--- config.mk ---
export PLATFORM = sky130hd
export DESIGN_NAME = page_program_seq
export DESIGN_NICKNAME = d
export VERILOG_FILES = /design/src/rtl/pwb_pkg.sv /design/src/rtl/pwb_page_buffer.sv /design/src/rtl/pwb_prog_timer.sv /design/src/rtl/page_program_seq.sv
export SDC_FILE = /design/constraint.sdc
export NUM_CORES = 1
export LEC_CHECK = 0
export ABC_AREA = 1
export BUFFER_PORTS_ARGS = -buffer_cell sky130_fd_sc_hd__buf_2
export CORE_MARGIN = 2
export CORE_UTILIZATION = 50
export CTS_BUF_LIST = sky130_fd_sc_hd__clkbuf_8
export CTS_CLUSTER_DIAMETER = 120
export CTS_CLUSTER_SIZE = 25
export DETAILED_ROUTE_END_ITERATION = 7
export PLACE_DENSITY = 0.69
export RECOVER_POWER = 50
export SLEW_MARGIN = 20
export SYNTH_ARGS = -nofsm -noshare
export SYNTH_HDL_FRONTEND = slang
export SYNTH_HIERARCHICAL = 1
export SYNTH_SLANG_ARGS = --single-unit
--- constraint.sdc ---
create_clock -name clk -period 3.6 [get_ports clk]
set_clock_uncertainty 0.2 [all_clocks]
set_input_delay 0.36 -clock clk [delete_from_list [all_inputs] [get_ports clk]]
set_output_delay 0.36 -clock clk [all_outputs]
set_load 0.02 [all_outputs]
--- src/rtl/pwb_pkg.sv ---
package pwb_pkg;

    typedef enum logic [1:0] {
        ST_IDLE = 2'd0,
        ST_FILL = 2'd1,
        ST_PROG = 2'd2
    } seq_state_t;

    typedef struct packed {
        logic start;
        logic data;
        logic close;
        logic clean;
        logic allowed;
    } txn_evt_t;

    function automatic logic commit_ok(txn_evt_t e, logic have_bytes);
        return e.close && e.clean && e.allowed && have_bytes;
    endfunction

endpackage

--- src/rtl/pwb_page_buffer.sv ---
module pwb_page_buffer #(
    parameter int DATA_W     = 8,
    parameter int PAGE_BYTES = 8,
    parameter int OFF_W      = $clog2(PAGE_BYTES)
) (
    input  logic              clk,
    input  logic              rst,
    input  logic              clear,
    input  logic              load,
    input  logic [OFF_W-1:0]  start_off,
    input  logic              store,
    input  logic [DATA_W-1:0] store_data,
    input  logic [OFF_W-1:0]  rd_slot,
    output logic [DATA_W-1:0] rd_data,
    output logic              rd_valid,
    output logic              any_valid
);

    logic [OFF_W-1:0]      off_q;
    logic [PAGE_BYTES-1:0] valid_w;
    logic [DATA_W-1:0]     data_w [PAGE_BYTES];

    always_ff @(posedge clk) begin
        if (rst)        off_q <= '0;
        else if (load)  off_q <= start_off;
        else if (store) off_q <= off_q + 1'b1;
    end

    for (genvar g = 0; g < PAGE_BYTES; g++) begin : g_slot
        logic              v_q;
        logic [DATA_W-1:0] d_q;
        logic              hit;

        assign hit = store && (off_q == OFF_W'(g));

        always_ff @(posedge clk) begin
            if (rst)                v_q <= 1'b0;
            else if (clear || load) v_q <= 1'b0;
            else if (hit)           v_q <= 1'b1;
        end

        always_ff @(posedge clk) begin
            if (hit) d_q <= store_data;
        end

        assign valid_w[g] = v_q;
        assign data_w[g]  = d_q;
    end

    assign rd_data   = data_w[rd_slot];
    assign rd_valid  = valid_w[rd_slot];
    assign any_valid = |valid_w;

endmodule

--- src/rtl/pwb_prog_timer.sv ---
module pwb_prog_timer #(
    parameter int PROG_CYCLES = 64,
    parameter int CNT_W       = $clog2(PROG_CYCLES + 1)
) (
    input  logic             clk,
    input  logic             rst,
    input  logic             start,
    output logic             active,
    output logic [CNT_W-1:0] count,
    output logic             last
);

    localparam logic [CNT_W-1:0] LAST_CNT = CNT_W'(PROG_CYCLES - 1);

    assign last = active && (count == LAST_CNT);

    always_ff @(posedge clk) begin
        if (rst) begin
            active <= 1'b0;
            count  <= '0;
        end else if (start) begin
            active <= 1'b1;
            count  <= '0;
        end else if (active) begin
            if (last) begin
                active <= 1'b0;
                count  <= '0;
            end else begin
                count <= count + 1'b1;
            end
        end
    end

endmodule

--- src/rtl/page_program_seq.sv ---
module page_program_seq
    import pwb_pkg::*;
#(
    parameter int ADDR_W      = 8,
    parameter int DATA_W      = 8,
    parameter int PAGE_BYTES  = 8,
    parameter int PROG_CYCLES = 64
) (
    input  logic              clk,
    input  logic              rst,
    input  logic              txn_start,
    input  logic [ADDR_W-1:0] txn_addr,
    input  logic              byte_valid,
    input  logic [DATA_W-1:0] byte_data,
    input  logic              cs_rise,
    input  logic              bits_pending,
    input  logic              permit,
    output logic              busy,
    output logic              arr_we,
    output logic [ADDR_W-1:0] arr_addr,
    output logic [DATA_W-1:0] arr_data,
    output logic              wel_clear
);

    localparam int OFF_W  = $clog2(PAGE_BYTES);
    localparam int PAGE_W = ADDR_W - OFF_W;
    localparam int CNT_W  = $clog2(PROG_CYCLES + 1);
    localparam logic [CNT_W-1:0] PAGE_LIM = CNT_W'(PAGE_BYTES);

    seq_state_t        state_q, state_d;
    txn_evt_t          evt;
    logic [PAGE_W-1:0] page_q;
    logic              any_byte, go, abort, load, store;
    logic              tmr_active, tmr_last;
    logic [CNT_W-1:0]  tmr_cnt;
    logic [DATA_W-1:0] slot_data;
    logic              slot_valid;

    assign evt = '{start: txn_start, data: byte_valid, close: cs_rise,
                   clean: !bits_pending, allowed: permit};

    always_comb begin
        state_d = state_q;
        go      = 1'b0;
        abort   = 1'b0;
        load    = 1'b0;
        store   = 1'b0;
        case (state_q)
            ST_IDLE: begin
                if (evt.start) begin
                    load    = 1'b1;
                    state_d = ST_FILL;
                end
            end
            ST_FILL: begin
                if (evt.close) begin
                    if (commit_ok(evt, any_byte)) begin
                        go      = 1'b1;
                        state_d = ST_PROG;
                    end else begin
                        abort   = 1'b1;
                        state_d = ST_IDLE;
                    end
                end else if (evt.start) begin
                    load = 1'b1;
                end else if (evt.data) begin
                    store = 1'b1;
                end
            end
            ST_PROG: begin
                if (tmr_last) state_d = ST_IDLE;
            end
            default: state_d = ST_IDLE;
        endcase
    end

    always_ff @(posedge clk) begin
        if (rst) state_q <= ST_IDLE;
        else     state_q <= state_d;
    end

    always_ff @(posedge clk) begin
        if (rst)       page_q <= '0;
        else if (load) page_q <= txn_addr[ADDR_W-1:OFF_W];
    end

    pwb_page_buffer #(
        .DATA_W    (DATA_W),
        .PAGE_BYTES(PAGE_BYTES),
        .OFF_W     (OFF_W)
    ) u_buf (
        .clk       (clk),
        .rst       (rst),
        .clear     (abort | tmr_last),
        .load      (load),
        .start_off (txn_addr[OFF_W-1:0]),
        .store     (store),
        .store_data(byte_data),
        .rd_slot   (tmr_cnt[OFF_W-1:0]),
        .rd_data   (slot_data),
        .rd_valid  (slot_valid),
        .any_valid (any_byte)
    );

    pwb_prog_timer #(
        .PROG_CYCLES(PROG_CYCLES),
        .CNT_W      (CNT_W)
    ) u_tmr (
        .clk   (clk),
        .rst   (rst),
        .start (go),
        .active(tmr_active),
        .count (tmr_cnt),
        .last  (tmr_last)
    );

    assign busy      = tmr_active;
    assign arr_we    = tmr_active && (tmr_cnt < PAGE_LIM) && slot_valid;
    assign arr_addr  = {page_q, tmr_cnt[OFF_W-1:0]};
    assign arr_data  = slot_data;
    assign wel_clear = tmr_last;

endmodule

# --- After elaboration in Yosys (flattened, before gate mapping) ---
# Index checks and enable logic that the tools add are counted.
word_totals:
  register_bits: 90
  latch_bits: 0
  ram_bits: 0
  mem_bits_ro: 0
  output_inout_bits: 19
  n_memories: 0
op_classes:
  n_addsub: 2
  n_mul: 0
  div: 0
  magnitude_cmp: 3
  eq_ne: 13
  shifts: 0
  n_mux: 29
  bitwise_logic: 2
  reduce_logical: 23
op_table:
  columns: ["op", "count"]
  rows:
  - ["binary-select mux 8 bit (select 3 bit)", 1]
  - ["2-to-1 mux 1 bit", 16]
  - ["2-to-1 mux 8 bit", 2]
  - ["logical AND 1 bit", 14]
  - ["== test 3 bit (second input constant)", 4]
  - ["2-to-1 mux 2 bit", 4]
  - ["OR reduction 8 bit", 1]
  - ["adder 7 x 1 -> 7 bit (second input constant)", 1]
  - ["== test 7 x 6 -> 1 bit (second input constant)", 1]
  - ["< comparator 7 x 4 -> 1 bit (second input constant)", 1]
  - ["2-to-1 mux 7 bit", 1]
  - ["== test 3 x 2 -> 1 bit (second input constant)", 2]
  - ["2-to-1 mux 3 bit", 2]
  - ["!= test 2 bit (second input constant)", 3]
  - ["one-hot mux 2 bit (3 select lines)", 1]
  - ["greater-or-equal comparator 4 bit (second input constant)", 1]
  - ["< comparator 3 x 4 -> 1 bit (second input constant)", 1]
  - ["inverter 3 -> 4 bit", 1]
  - ["OR reduction 2 bit", 2]
  - ["adder 3 x 1 -> 3 bit (second input constant)", 1]
  - ["binary-select mux 1 bit (select 3 bit)", 1]
  - ["== test 3 x 1 -> 1 bit (second input constant)", 1]
  - ["zero test 3 bit", 1]
  - ["AND reduction 3 bit", 1]
  - ["other kinds (8)", 8]

# --- Longest topological paths before layout ---
# Gate-level depths: netlist (run 1).
depth:
  ltp_word: 10
  depth_mapped: 10

# --- By module ---
# The synthesis (run 1) kept the hierarchy.
modules_own_cells:
  columns: ["module", "n_inst", "cells_per_inst", "area_each_um2", "seq_area_each_um2"]
  rows:
  - ["pwb_page_buffer", 1, 372, 3452.1, 2142.1]
  - ["pwb_prog_timer", 1, 54, 387.9, 160.2]
  - ["page_program_seq", 1, 57, 377.9, 140.1]

# --- Worst setup path after synthesis (run 1) ---
# No wires, ideal clock.
synth_timing:
  path_type: "register to output"
  from: "register u_tmr.count[0]"
  to: "output arr_we"
  t_arrival_ps: 1665
  required_time_ps: 3040
  setup_slack_ps: 1375
  stages_incl_launch_ff: 11
  path_buffers: 2
  path_cell_list: "dfxtp_1 > buf_6 > inv_4 > buf_6 > nand2_1 > nand3_1 > nand2_1 > nand2_1 > nand2_1 > nand3_1 > nor3_1"
synth_between:
  elab_chain_cells: 3
  elab_cells_between_ends: 5
synth_rtl:
  columns: ["element", "line", "rtl"]
  rows:
  - ["start: declaration", "pwb_prog_timer.sv:9", "output logic [CNT_W-1:0] count,"]
  - ["start signal: assignment", "pwb_prog_timer.sv:29", "count <= count + 1'b1;"]
  - ["binary-select mux 1 bit (select 3 bit)", "pwb_page_buffer.sv:51", "assign rd_valid = valid_w[rd_slot];"]
  - ["2-to-1 mux 1 bit (not written as such)", "pwb_page_buffer.sv:51", null]
  - ["via slot_valid", "page_program_seq.sv:37", "logic slot_valid;"]
  - ["logical AND 1 bit", "page_program_seq.sv:118", "assign arr_we = tmr_active && (tmr_cnt < PAGE_LIM) && slot_valid;"]
  - ["end: declaration", "page_program_seq.sv:19", "output logic arr_we,"]
# The timed path passes the listed nets, and every way through them passes these cells. The select of a mux whose other input is x is not followed.

# --- Final worst setup path (run 1) ---
layout_timing:
  from: "register u_tmr.count[1]"
  to: "output wel_clear"
layout_between:
  elab_chain_cells: 2
layout_rtl:
  columns: ["element", "line", "rtl"]
  rows:
  - ["== test 7 x 6 -> 1 bit", "pwb_prog_timer.sv:15", "assign last = active && (count == LAST_CNT);"]
  - ["logical AND 1 bit", "pwb_prog_timer.sv:15", null]
  - ["end: declaration", "page_program_seq.sv:22", "output logic wel_clear"]
# Every way passes these cells.

==> flow_summary.json, run 1 <==
{
  "final_cells": 634,
  "fin_crit_sh": 0.7591,
  "num_vias": 3081,
  "synthCells": 483,
  "synth_cell_types": 24,
  "grt.busiest_layer": "met2",
  "cts_setup_buffers": 0,
  "io_pins": 42,
  "first_pass_iters": 5,
  "timing.rr.start": "u_tmr/count[1]",
  "critical-path-max-stage-delay_ps": 520,
  "worstReg2RegEnd": "u_buf/g_slot[0].v_q",
  "globalplace.congestion": 0.8342,
  "cts_tree": "built",
  "avgSynthCellArea_sq_um": 8.732,
  "grt.met2_usage": 0.3223,
  "fin_ws_ps": 867.2,
  "hold_path_end": "u_tmr/active",
  "h-tree-depth": 3,
  "final_cell_area_sq_um": 4611,
  "critPathArrivalTime_ps": 2170,
  "syn_area_sq_um": 4218,
  "final_common_cell": "nand2_1",
  "path_cells": "clkbuf_1 > ha_1 > nand3_1 > nor2_1 > nand2_1 > inv_1 > buf_2",
  "grt_pass1_wl_um": 14230,
  "synth-seq-cells": 90,
  "grt_util_all_layers": 0.2059,
  "pre_cts_slack_ps": 1278,
  "power.static_leakage_nw": 2.182,
  "cts_buffer_depth": 2,
  "crit_required_ps": 3040,
  "cts_resized": 0,
  "routed_wl_um": 8654,
  "vdd_drop_max_v": 0.0001787,
  "clock.fmax_ghz": 0.3659,
  "drt_iter0_markers": 200,
  "path_max_fanout": 14,
  "crit_path_start_kind": "flip-flop",
  "crit_slowest_cell": "clkbuf_1",
  "powerDensity_nw_per_um2": 404.6,
  "cap_violations": 0,
  "core_area_sq_um": 8217,
  "yosys_warnings": 6,
  "dieArea_sq_um": 9186,
  "clockRootBuffer": "clkbuf_8",
  "worstMarginPinSlew_ps": 775.7,
  "rsz0062_at_grt": "no",
  "cp_top_family": "buffers and inverters",
  "r2r_slack_ps": 1160,
  "fillers": 779,
  "hold_violations": 0,
  "via_per_inst": 4.860,
  "hold_depth": 2,
  "dp_hpwl_um": 6170,
  "p_total_mw": 1.865,
  "critPathCaptureType": "output port",
  "use_met1": 0.2867,
  "period_needed_ps": 2733,
  "grt_pass1_vias": 2902,
  "clock_latency_ps": 350,
  "row_count": 33,
  "final_max_slew_viol_count": 0,
  "ctsHoldBuffers": 0,
  "min_from": "rst",
  "port-buffer-count": 41,
  "initial_core_util": 0.5133,
  "worstSetupPathType": "flip-flop to output port",
  "rr_worst_depth": 11,
  "areaGrowthSynthToFinish_pct": 9.315,
  "path_buf_inv": 3,
  "cts_buffers": 9,
  "slew_headroom": 0.4810,
  "die_w_um": 95.85,
  "final_cell_mix": "nand2_1, inv_1, edfxtp_1",
  "drc_errors": 0,
  "setup_viol": 0,
  "grt-ovfl-total": 0,
  "grt_max_degree": 37,
  "dieHeight_um": 95.85,
  "synth.net_count": 513,
  "yosysSeqAreaShare": 0.5791,
  "post-route-util": 0.5611,
  "cp.depth": 7,
  "drive_gt1_frac": 0.08696,
  "clk_pin_slew_worst_paths_ps": 80,
  "nets": 554,
  "fin_hold_ws_ps": 55.59,
  "antenna_found_initial": 0,
  "route.detailed.wl_per_inst_um": 13.65,
  "ant_nets": 0,
  "placed_cell_area_sq_um": 4457,
  "fin_tns_setup_ps": 0,
  "dp_cells": 618,
  "clock_sinks": 90,
  "hp-class": "input port to flip-flop",
  "use_met3": 0.03367,
  "diodes": 0,
  "status": "complete, no violations"
}
==> cell type report <==
| class | instances | area, sq um | share of cell area |
|---|---|---|---|
| timing repair buffer | 44 | 202.7 | 0.04396 |
| clock inverter | 6 | 51.30 | 0.01113 |
| clock buffer | 10 | 137.6 | 0.02985 |
| sequential | 90 | 2442 | 0.5297 |
| multi-input combinational | 271 | 1235 | 0.2678 |
| inverter | 108 | 410.4 | 0.08901 |
| tap | 105 | 131.4 | 0.02849 |
==> power breakdown <==
part | internal [mW] | leakage [nW] | switching (mW) | total, mW
combinational | 0.0257 | 1.29 | 0.0543 | 0.0799
sequential | 1.12 | 0.787 | 0.00684 | 1.12
clock | 0.330 | 0.110 | 0.332 | 0.663
total | 1.47 | 2.18 | 0.394 | 1.87
==> cell usage after synthesis <==
cell type | instances | area share
buf_4 | 5 | 0.0089
ha_1 | 7 | 0.021
nor2_2 | 3 | 0.0045
xor2_1 | 1 | 0.0021
nor2_1 | 18 | 0.016
nand4_1 | 1 | 0.0015
o21ai_0 | 1 | 0.0012
and2_1 | 1 | 0.0015
nand2_1 | 148 | 0.13
clkinv_1 | 1 | 0.00089
nor2_4 | 1 | 0.0027
inv_4 | 2 | 0.0030
nand3_1 | 52 | 0.062
buf_6 | 6 | 0.016
inv_1 | 105 | 0.093
nand3_2 | 1 | 0.0024
a21oi_1 | 21 | 0.025
dfxtp_1 | 26 | 0.12
nor3_1 | 6 | 0.0071
nand2_2 | 3 | 0.0045
xnor2_1 | 1 | 0.0021
edfxtp_1 | 64 | 0.46
nand3b_1 | 6 | 0.011
buf_2 | 3 | 0.0036
==> worst max-delay path by stage <==
stage	from	end	slack, ps
2_1_floorplan	u_tmr/count[0]	arr_we	1370
5_1_grt	u_tmr/count[1]	wel_clear	690
4_1_cts	u_tmr/count[0]	arr_we	1080
3_5_place_dp	state_q[0]	u_buf/g_slot[6].d_q[1]	1280
3_3_place_gp	state_q[0]	u_buf/g_slot[4].d_q[5]	1360
6_report	u_tmr/count[1]	wel_clear	870
==> state kept, by name (all words and copies together) (netlist names) <==
register	count
u_buf/g_slot.d_q	64
u_buf/off_q	3
page_q	5
u_tmr/count	7
u_tmr/active	1
state_q	2
u_buf/g_slot.v_q	8
==> kinds of logic (layout without fill, tap and decap cells) <==
group,after synthesis,in the layout,synth area share
and+or+nand+nor,240,240,0.2441
buffers and inverters,122,168,0.1258
adders and majority gates,7,7,0.02076
xor gates and xnor gates,2,2,0.004154
AOI/OAI and AO/OA,22,22,0.02610
DFF,90,90,0.5791
==> layer usage <==
| metal | wire [um] | vias up |
|---|---|---|
| li1 | - | 1573 |
| met1 | 4098 | 1418 |
| met2 | 4072 | 76 |
| met3 | 327 | 14 |
| met4 | 157 | 0 |
| met5 | 0 | - |
(Power assumes the default switching activity.)
==> run 2: changes to the inputs <==
--- a/config.mk
+++ b/config.mk
@@ -5,7 +5,7 @@
 export SDC_FILE = /design/constraint.sdc
 export NUM_CORES = 1
 export LEC_CHECK = 0
-export ABC_AREA = 1
+export ABC_AREA = 0
 export BUFFER_PORTS_ARGS = -buffer_cell sky130_fd_sc_hd__buf_2
 export CORE_MARGIN = 2
 export CORE_UTILIZATION = 50
@@ -13,7 +13,7 @@
 export CTS_CLUSTER_DIAMETER = 120
 export CTS_CLUSTER_SIZE = 25
 export DETAILED_ROUTE_END_ITERATION = 7
-export PLACE_DENSITY = 0.69
+export PLACE_DENSITY = 0.7
 export RECOVER_POWER = 50
 export SLEW_MARGIN = 20
 export SYNTH_ARGS = -nofsm -noshare
==> constraint.sdc (replaced) <==
create_clock -name clk -period 2.6 [get_ports clk]
set_clock_uncertainty 0.2 [all_clocks]
set_input_delay 0.26 -clock clk [delete_from_list [all_inputs] [get_ports clk]]
set_output_delay 0.26 -clock clk [all_outputs]
set_load 0.02 [all_outputs]
==> flow_summary.json, run 2 <==
{
  "dp_hpwl_um": 4534,
  "rsz0062_at_grt": "no",
  "period_needed_ps": 2484,
  "drt_iter0_markers": 96,
  "largest_reg_flops": 64,
  "setup_viol": 0,
  "use_met3": 0.04149,
  "route.detailed.wl_per_inst_um": 16.60,
  "powerDensity_nw_per_um2": 603.0,
  "path_max_fanout": 11,
  "fin_crit_sh": 0.9553,
  "power.static_leakage_nw": 1.591,
  "synthCells": 241,
  "top_regs": "u_buf/g_slot.d_q: 64 flops, u_buf/g_slot.v_q: 8 flops, u_tmr/count: 7 flops",
  "critPathCaptureType": "output port",
  "synth-seq-cells": 90,
  "syn_area_sq_um": 3805,
  "first_pass_iters": 4,
  "path_cells": "buf_6 > mux4_1 > mux2_2 > and3_1 > buf_2",
  "regArea_sq_um": 2442,
  "yosysTopAreaCell": "edfxtp_1",
  "grt_max_degree": 20,
  "h-tree-depth": 3,
  "die_w_um": 91.24,
  "grt-ovfl-total": 0,
  "diodes": 0,
  "cts_buffers": 9,
  "clockRootBuffer": "clkbuf_8",
  "placed_cell_area_sq_um": 4161,
  "clock_latency_ps": 350,
  "drive_gt1_frac": 0.2120,
  "cp_top_family": "multiplexers",
  "final_cells": 415,
  "ant_nets": 0,
  "fin_ws_ps": 116.1,
  "synth_edf_count": 64,
  "synth_commonest_cells": "edfxtp_1, dfxtp_1, nor2_1",
  "async_reset_ff_frac": 0,
  "worstMarginPinSlew_ps": 526.1,
  "row_count": 31,
  "use_met1": 0.2271,
  "post-synth-top-count-cell": "edfxtp_1",
  "critical-path-max-stage-delay_ps": 550,
  "crit_required_ps": 2140,
  "dieHeight_um": 91.24,
  "top_register": "u_buf/g_slot.d_q",
  "synth.net_count": 271,
  "cap_violations": 0,
  "initial_core_util": 0.5218,
  "grt.busiest_layer": "met2",
  "synthDominantCellAreaShare": 0.5051,
  "port-buffer-count": 41,
  "num_vias": 2231,
  "grt.met2_usage": 0.2901,
  "areaGrowthSynthToFinish_pct": 18.51,
  "p_total_mw": 2.719,
  "final_cell_mix": "edfxtp_1, buf_2, dfxtp_1",
  "pre_cts_slack_ps": 417.9,
  "via_per_inst": 5.376,
  "fin_tns_setup_ps": 0,
  "globalplace.congestion": 0.7489,
  "worstSetupPathType": "flip-flop to output port",
  "vdd_drop_max_v": 0.0003046,
  "hold_violations": 0,
  "drc_errors": 0,
  "hp-class": "input port to flip-flop",
  "fin_hold_ws_ps": 18.12,
  "slew_headroom": 0.6493,
  "fillers": 579,
  "yosys_most_used_dff": "edfxtp_1",
  "crit_slowest_cell": "mux4_1",
  "dieArea_sq_um": 8324,
  "clock.fmax_ghz": 0.4026,
  "cts_buffer_depth": 2,
  "avgSynthCellArea_sq_um": 15.79,
  "final_common_cell": "edfxtp_1",
  "dp_cells": 383,
  "grt_util_all_layers": 0.1749,
  "path_buf_inv": 2,
  "nets": 341,
  "routed_wl_um": 6889,
  "antenna_found_initial": 0,
  "cts_tree": "built",
  "multiInputGateArea_sq_um": 1251,
  "core_area_sq_um": 7292,
  "status": "complete, no violations",
  "clock_sinks": 90,
  "synth.area.top_cells": "edfxtp_1, dfxtp_1, mux4_1",
  "grt_pass1_wl_um": 11090,
  "crit_path_start_kind": "flip-flop",
  "yosys_warnings": 6,
  "synth_cell_types": 43,
  "critPathArrivalTime_ps": 2020,
  "io_pins": 42,
  "yosysSeqAreaShare": 0.6419,
  "clk_pin_slew_worst_paths_ps": 90,
  "post-route-util": 0.6184,
  "final_max_slew_viol_count": 0,
  "final_cell_area_sq_um": 4509,
  "grt_pass1_vias": 2239
}
[run 2: per-layer routing]
layer	wire [um]	up-vias
met5	0	-
met4	102	0
met1	3092	1087
met2	3429	47
li1	-	1087
met3	264	10
[run 2: worst paths after layout]
check                  from             endpoint  slack (ps)  cells after the start
max          u_tmr/count[0]               arr_we         120                      5
min reg2reg       page_q[0]            page_q[0]         280                      2
min            bits_pending           state_q[1]          20                      3
max reg2reg  u_tmr/count[0]  u_buf/g_slot[1].v_q         390                      7
[run 2: kinds of logic after synthesis]
logic type                 synth area share
adders and majority gates           0.02302
xor gates and xnor gates           0.006907
muxes                                0.1592
DFF                                  0.6419
buffers and inverters               0.02433
and+or+nand+nor                      0.1023
AOI/OAI and AO/OA                   0.04242
[run 2: worst register-to-register path: stages (launching register included)]
cell	delay, ps
dfxtp_1	330
buf_4	200
ha_1	250
nand2b_1	190
nor3_1	120
a41o_2	250
or3_1	480
nor2_1	140
[run 2: report_power, final]
group	switching (mW)	leakage [nW]	internal (mW)	total, mW
logic	0.0653	0.698	0.0563	0.122
registers	0.0133	0.787	1.55	1.56
clock network	0.490	0.106	0.548	1.04
total	0.568	1.59	2.15	2.72
[run 2: final cells by class]
class                      instances  share of cell area
clock buffer                       9             0.02747
clock inverter                     7             0.02248
inverter                           6            0.004994
multi-input combinational        134              0.2775
sequential                        90              0.5416
tap                               99             0.02747
timing repair buffer              70             0.09850
[run 2: repair_timing]
action | in CTS | in global routing
buffers inserted | 0 | 0
setup endpoints to repair | 0 | 1
resized for setup | 0 | 1
hold endpoints to repair | 64 | 5
hold buffers | 15 | 1
